$ cat config.mk
export PLATFORM = sky130hd
export DESIGN_NAME = bsc_chain
export DESIGN_NICKNAME = d
export VERILOG_FILES = /design/src/rtl/bsc_pkg.sv /design/src/rtl/bsc_cell.sv /design/src/rtl/bsc_pinmux.sv /design/src/rtl/bsc_chain.sv
export SDC_FILE = /design/constraint.sdc
export NUM_CORES = 1
export LEC_CHECK = 0
export ABC_AREA = 1
export BUFFER_PORTS_ARGS = -buffer_cell sky130_fd_sc_hd__buf_4
export CAP_MARGIN = 20
export CELL_PAD_IN_SITES_DETAIL_PLACEMENT = 1
export CELL_PAD_IN_SITES_GLOBAL_PLACEMENT = 2
export CORE_MARGIN = 2
export CORE_UTILIZATION = 29
export CTS_CLUSTER_DIAMETER = 120
export DETAILED_ROUTE_END_ITERATION = 8
export PLACE_DENSITY_LB_ADDON = 0.1
export RECOVER_POWER = 50
export SLEW_MARGIN = 20
export SYNTH_ARGS = -nofsm -noshare
export SYNTH_HDL_FRONTEND = slang
export SYNTH_SLANG_ARGS = --single-unit
$ cat constraint.sdc
create_clock -name tck -period 1.2 [get_ports tck]
set_clock_uncertainty 0.1 [all_clocks]
set_input_delay 0.18 -clock tck [delete_from_list [all_inputs] [get_ports tck]]
set_output_delay 0.18 -clock tck [all_outputs]
set_load 0.01 [all_outputs]
$ cat src/rtl/bsc_pkg.sv
package bsc_pkg;
  localparam int CELL_BITS = 3;
  localparam int FLD_IN    = 0;
  localparam int FLD_OE    = 1;
  localparam int FLD_OUT   = 2;
  typedef logic [CELL_BITS-1:0] cell_bits_t;
  // update bank comes out of reset with drivers off
  localparam cell_bits_t UPD_RESET = cell_bits_t'(1 << FLD_OE);
endpackage

$ cat src/rtl/bsc_cell.sv
module bsc_cell
  import bsc_pkg::*;
(
  input  logic       tck,
  input  logic       rst_n,
  input  logic       shift_en,
  input  logic       capture_en,
  input  logic       update_en,
  input  logic       ser_in,
  input  cell_bits_t par_in,
  output cell_bits_t cap_q,
  output cell_bits_t upd_q
);
  // capture bank: shift wins over parallel load
  always_ff @(posedge tck or negedge rst_n) begin
    if (!rst_n) begin
      cap_q <= '0;
    end else if (shift_en) begin
      cap_q <= {cap_q[CELL_BITS-2:0], ser_in};
    end else if (capture_en) begin
      cap_q <= par_in;
    end
  end

  // update bank commits on the falling edge
  always_ff @(negedge tck or negedge rst_n) begin
    if (!rst_n) begin
      upd_q <= UPD_RESET;
    end else if (update_en) begin
      upd_q <= cap_q;
    end
  end
endmodule

$ cat src/rtl/bsc_pinmux.sv
module bsc_pinmux
  import bsc_pkg::*;
#(
  parameter int NUM_CELLS = 8,
  localparam int CHAIN_LEN = NUM_CELLS * CELL_BITS
) (
  input  logic                 test_mode,
  input  logic                 force_hiz,
  input  logic [NUM_CELLS-1:0] core_out,
  input  logic [NUM_CELLS-1:0] core_oe_n,
  input  logic [CHAIN_LEN-1:0] upd_q,
  input  logic [NUM_CELLS-1:0] pin_in,
  output logic [NUM_CELLS-1:0] pin_out,
  output logic [NUM_CELLS-1:0] pin_oe_n,
  output logic [NUM_CELLS-1:0] core_in
);
  for (genvar k = 0; k < NUM_CELLS; k++) begin : g_pin
    localparam int BASE = k * CELL_BITS;
    logic sel_oe_n;
    always_comb begin
      sel_oe_n   = test_mode ? upd_q[BASE + FLD_OE] : core_oe_n[k];
      pin_oe_n[k] = force_hiz | sel_oe_n;
      pin_out[k]  = test_mode ? upd_q[BASE + FLD_OUT] : core_out[k];
      core_in[k]  = pin_in[k];
    end
  end
endmodule

$ cat src/rtl/bsc_chain.sv
module bsc_chain
  import bsc_pkg::*;
#(
  parameter int NUM_CELLS = 8
) (
  input  logic                 tck,
  input  logic                 rst_n,
  input  logic                 scan_in,
  output logic                 scan_out,
  input  logic                 shift_en,
  input  logic                 capture_en,
  input  logic                 update_en,
  input  logic                 test_mode,
  input  logic                 force_hiz,
  input  logic [NUM_CELLS-1:0] core_out,
  input  logic [NUM_CELLS-1:0] core_oe_n,
  output logic [NUM_CELLS-1:0] core_in,
  output logic [NUM_CELLS-1:0] pin_out,
  output logic [NUM_CELLS-1:0] pin_oe_n,
  input  logic [NUM_CELLS-1:0] pin_in
);
  localparam int CHAIN_LEN = NUM_CELLS * CELL_BITS;

  logic [CHAIN_LEN-1:0] cap_q;
  logic [CHAIN_LEN-1:0] upd_q;

  for (genvar k = 0; k < NUM_CELLS; k++) begin : g_cell
    localparam int BASE = k * CELL_BITS;
    logic       cell_sin;
    cell_bits_t cell_par;

    if (k == 0) begin : g_head
      assign cell_sin = scan_in;
    end else begin : g_link
      assign cell_sin = cap_q[BASE-1];
    end

    always_comb begin
      cell_par          = '0;
      cell_par[FLD_IN]  = pin_in[k];
      cell_par[FLD_OE]  = core_oe_n[k];
      cell_par[FLD_OUT] = core_out[k];
    end

    bsc_cell u_cell (
      .tck        (tck),
      .rst_n      (rst_n),
      .shift_en   (shift_en),
      .capture_en (capture_en),
      .update_en  (update_en),
      .ser_in     (cell_sin),
      .par_in     (cell_par),
      .cap_q      (cap_q[BASE +: CELL_BITS]),
      .upd_q      (upd_q[BASE +: CELL_BITS])
    );
  end

  assign scan_out = cap_q[CHAIN_LEN-1];

  bsc_pinmux #(.NUM_CELLS(NUM_CELLS)) u_pinmux (
    .test_mode (test_mode),
    .force_hiz (force_hiz),
    .core_out  (core_out),
    .core_oe_n (core_oe_n),
    .upd_q     (upd_q),
    .pin_in    (pin_in),
    .pin_out   (pin_out),
    .pin_oe_n  (pin_oe_n),
    .core_in   (core_in)
  );
endmodule

==> out/summary.log <==
qor: cells_and_area.area_growth_syn_to_layout 44.1%
qor: grt.grt_antenna_before_repair 0
qor: worst_hold_path.hold_depth 3
qor: floorplan.io-pin-count 57
qor: cells_and_area.final_layout_size_suffix_gt1_share 38.3%
qor: clock_tree.root_buffer sky130_fd_sc_hd__clkbuf_8
qor: drt.finalWirelength 5800 um
qor: worst_hold_path.hold_path.startpoint pin_in[2]
qor: timing.max_slew_margin 71.8%
qor: setup_path.cp.required 0.92 ns
qor: logic_synthesis.postSynthCellCount 253
qor: status.violations setup timing
qor: logic_synthesis.share_of_the_synthesized_area_in_compound_gates_ao_oa_aoi_oai 5.91%
qor: floorplan.coreArea 6790 sq um
qor: clock_tree.clockBufferDepth 2
qor: clock_tree.cts_htree_levels 2
qor: drt.route.detailed.drc 0
qor: setup_path.critical_path.reg2reg.endpoint g_cell[2].u_cell.upd_q[2]
qor: cells_and_area.layout.core_utilization 43.1%
qor: logic_synthesis.yosys.area_share.xor_xnor 0%
qor: clock_tree.path_clk_slew 0.09 ns
qor: place.port_buffers 56
qor: grt.gr_ovfl_total 0
qor: logic_synthesis.mux_share_of_post_synthesis_cell_area 0%
qor: logic_synthesis.synth_cell_type_count 14
qor: worst_hold_path.hp-class in2reg
qor: setup_path.reg2regPathDepth 2
qor: grt.groute.usage.overall 16.5%
qor: grt.first_global_vias 1,897
qor: grt.grt_start_max_net_pins 33
qor: place.place.detailed.instances 410
qor: clock_tree.cts-buffers-inserted 5
qor: clock_tree.clock_tree_from_tritoncts yes
qor: floorplan.die_height 87.7 um
qor: status.run_status finished with violations
qor: power.fin_total_pwr 3.65 mW
qor: cells_and_area.antenna-diode-count 0
qor: floorplan.floorplan.die_area 7690 sq um
qor: timing.timing_max_transition_violations_final 0
qor: logic_synthesis.mappedNetlistNets 285
qor: timing.report.final.hold_viol_count 0
qor: setup_path.worstSetupEndpointType primary output
qor: drt.via_count 1,900
qor: logic_synthesis.synth_top_area_cell sky130_fd_sc_hd__dfrtp_1
qor: worst_hold_path.min_to g_cell[2].u_cell.cap_q[0]
qor: setup_path.critPathArrivalTime 1.69 ns
qor: floorplan.initial_core_util 29.9%
qor: cells_and_area.finalInstanceArea 2930 sq um
qor: logic_synthesis.postSynthRegisterBits 40
qor: drt.drt-initial-drc-count 53
qor: floorplan.die_w 87.7 um
qor: cells_and_area.most_frequent_cells_in_the_layout sky130_fd_sc_hd__nand2_1, sky130_fd_sc_hd__buf_4, sky130_fd_sc_hd__nand3_1
qor: logic_synthesis.synthesis.area_per_instance 8.03 sq um
qor: clock_tree.worst_skew_pair.late_latency 0.31 ns
qor: grt.grt_pass1_wl 9540 um
qor: setup_path.startpoint_type flip-flop
qor: logic_synthesis.yosys.area.top_type_share 29.6%
qor: cells_and_area.filler_cell_count 833
qor: timing.worst_slew_pin_slew 0.423 ns
qor: power.p_leak 1.46 nW
qor: timing.timing.final.ws_setup -0.774 ns
qor: place.post_dp_cell_area 2700 sq um
qor: cells_and_area.most_common_cell_after_layout_fill_and_taps_aside sky130_fd_sc_hd__nand2_1
qor: drt.route.detailed.vias_per_inst 4.34
qor: place.dpl.hpwl 4230 um
qor: logic_synthesis.synthesis.area 2030 sq um
qor: setup_path.r2r_setup_slack -0.19 ns
qor: flow_run.drv_cap 0
qor: timing.unrepaired_setup_endpoints_after_global_routing yes
qor: drt.drt.antenna.violating_nets 0
qor: place.gp_congestion 0.711
qor: drt.detailedRoute.firstPassIterationCount 4
qor: logic_synthesis.post_synth_adder_cell_area 0%
qor: cells_and_area.final-instance-count-excl-fill 438
qor: setup_path.critical_path_class reg2out
qor: logic_synthesis.synth_top_family_by_area simple AND/OR/NAND/NOR gates
qor: place.detailedPlace.worstSlack -0.429 ns
qor: setup_path.crit-reg2reg-launch g_cell[2].u_cell.cap_q[2]
qor: logic_synthesis.synth_simple_gate_area_share 31.1%
qor: cells_and_area.layout.nets 373
qor: power.power_dens_cells 1250 nW/um^2
qor: setup_path.path_max_fanout 2
qor: floorplan.placementRows 30
qor: logic_synthesis.yosysWarningCount 0
qor: logic_synthesis.synth.yosys.seq_area_share 49.8%
qor: timing.setup_violations 34
qor: power.vdd_drop_max 0.403 mV
qor: clock_tree.clock_sinks 40
qor: drt.routedWlPerCell 13.2 um
qor: logic_synthesis.synth.top_cells.by_area sky130_fd_sc_hd__dfrtp_1, sky130_fd_sc_hd__nand2_1, sky130_fd_sc_hd__nand3_1
[cell usage after synthesis (all sizes together)]
cell type and number:
nand3 56, dfrtn 8, dfrtp 24, nor2 1, o21ai 24, inv 20
nand2 88, dfstp 8, buf 23, clkbuf 1
[area by class of cell]
type / count / area, sq um / share of cell area [%]
Inverter: 19 / 71.3 / 2.44
Tap cell: 96 / 120 / 4.11
Timing Repair Buffer: 98 / 771 / 26.3
Clock buffer: 7 / 86.3 / 2.95
Clock inverter: 9 / 35.0 / 1.20
Multi-Input combinational cell: 169 / 831 / 28.4
Sequential cell: 40 / 1010 / 34.6
[state kept, by name, summed over array words and instances, names as in the netlist]
signal               cells
g_cell.u_cell.cap_q     24
g_cell.u_cell.upd_q     16
[per-layer routing]
layer  wire, um  share of wire, %  up-vias  global-route usage [%]
met1       2820                49      877                    22.5
met4         87               1.5        0                    6.29
met3        197               3.4        8                    3.39
met5          0                 0        -                       0
li1           -                 -      978                       -
met2       2690                46       37                    25.8
[per-stage QoR]
step | setup TNS [ns] | hold slack [ns]
floorplan | -5.78 | -0.216
global placement | -9.79 | -0.0234
detailed placement | -10.15 | -0.0223
CTS | -14.07 | 0.0269
global route | -15.34 | 0.0345
finish | -13.50 | 0.0292
[report_power, final]
group          leakage [nW]  internal, mW  switching [mW]
Combinational         0.888         0.485           0.449
Clock                0.0908         0.500           0.567
Sequential            0.485          1.56          0.0932
Total                  1.46          2.54            1.11
[worst max-delay path by stage]
stage,slack (ns),to,cells past startpoint,startpoint
finish,-0.77,pin_oe_n[0],3,g_cell[0].u_cell.upd_q[1]
global route,-0.83,pin_oe_n[4],3,g_cell[4].u_cell.upd_q[1]
CTS,-0.78,pin_oe_n[4],3,g_cell[4].u_cell.upd_q[1]
detailed placement,-0.43,pin_oe_n[4],3,g_cell[4].u_cell.upd_q[1]
global placement,-0.40,pin_oe_n[1],3,g_cell[1].u_cell.upd_q[1]
floorplan,-0.31,pin_oe_n[0],2,g_cell[0].u_cell.upd_q[1]
[cells by family after synthesis]
group	count (synthesis)
buf+inv	44
compound gates	24
simple gates	145
flops	40
[worst max-delay path, cell delays in order, from the launching register on]
cell and delay [ns]:
sky130_fd_sc_hd__dfstp_2 0.52, sky130_fd_sc_hd__nand2_1 0.05, sky130_fd_sc_hd__nand3_2 0.06, sky130_fd_sc_hd__buf_6 0.10
[what timing repair did]
item | in CTS | in global routing
hold buffers | 2 | 0
resized for setup | 18 | 5
hold endpoints to repair | 25 | 0
pin swaps | 8 | 2
setup buffers | 7 | 4
setup endpoints to repair | 33 | 35
Power figures use the tool's default switching activity.
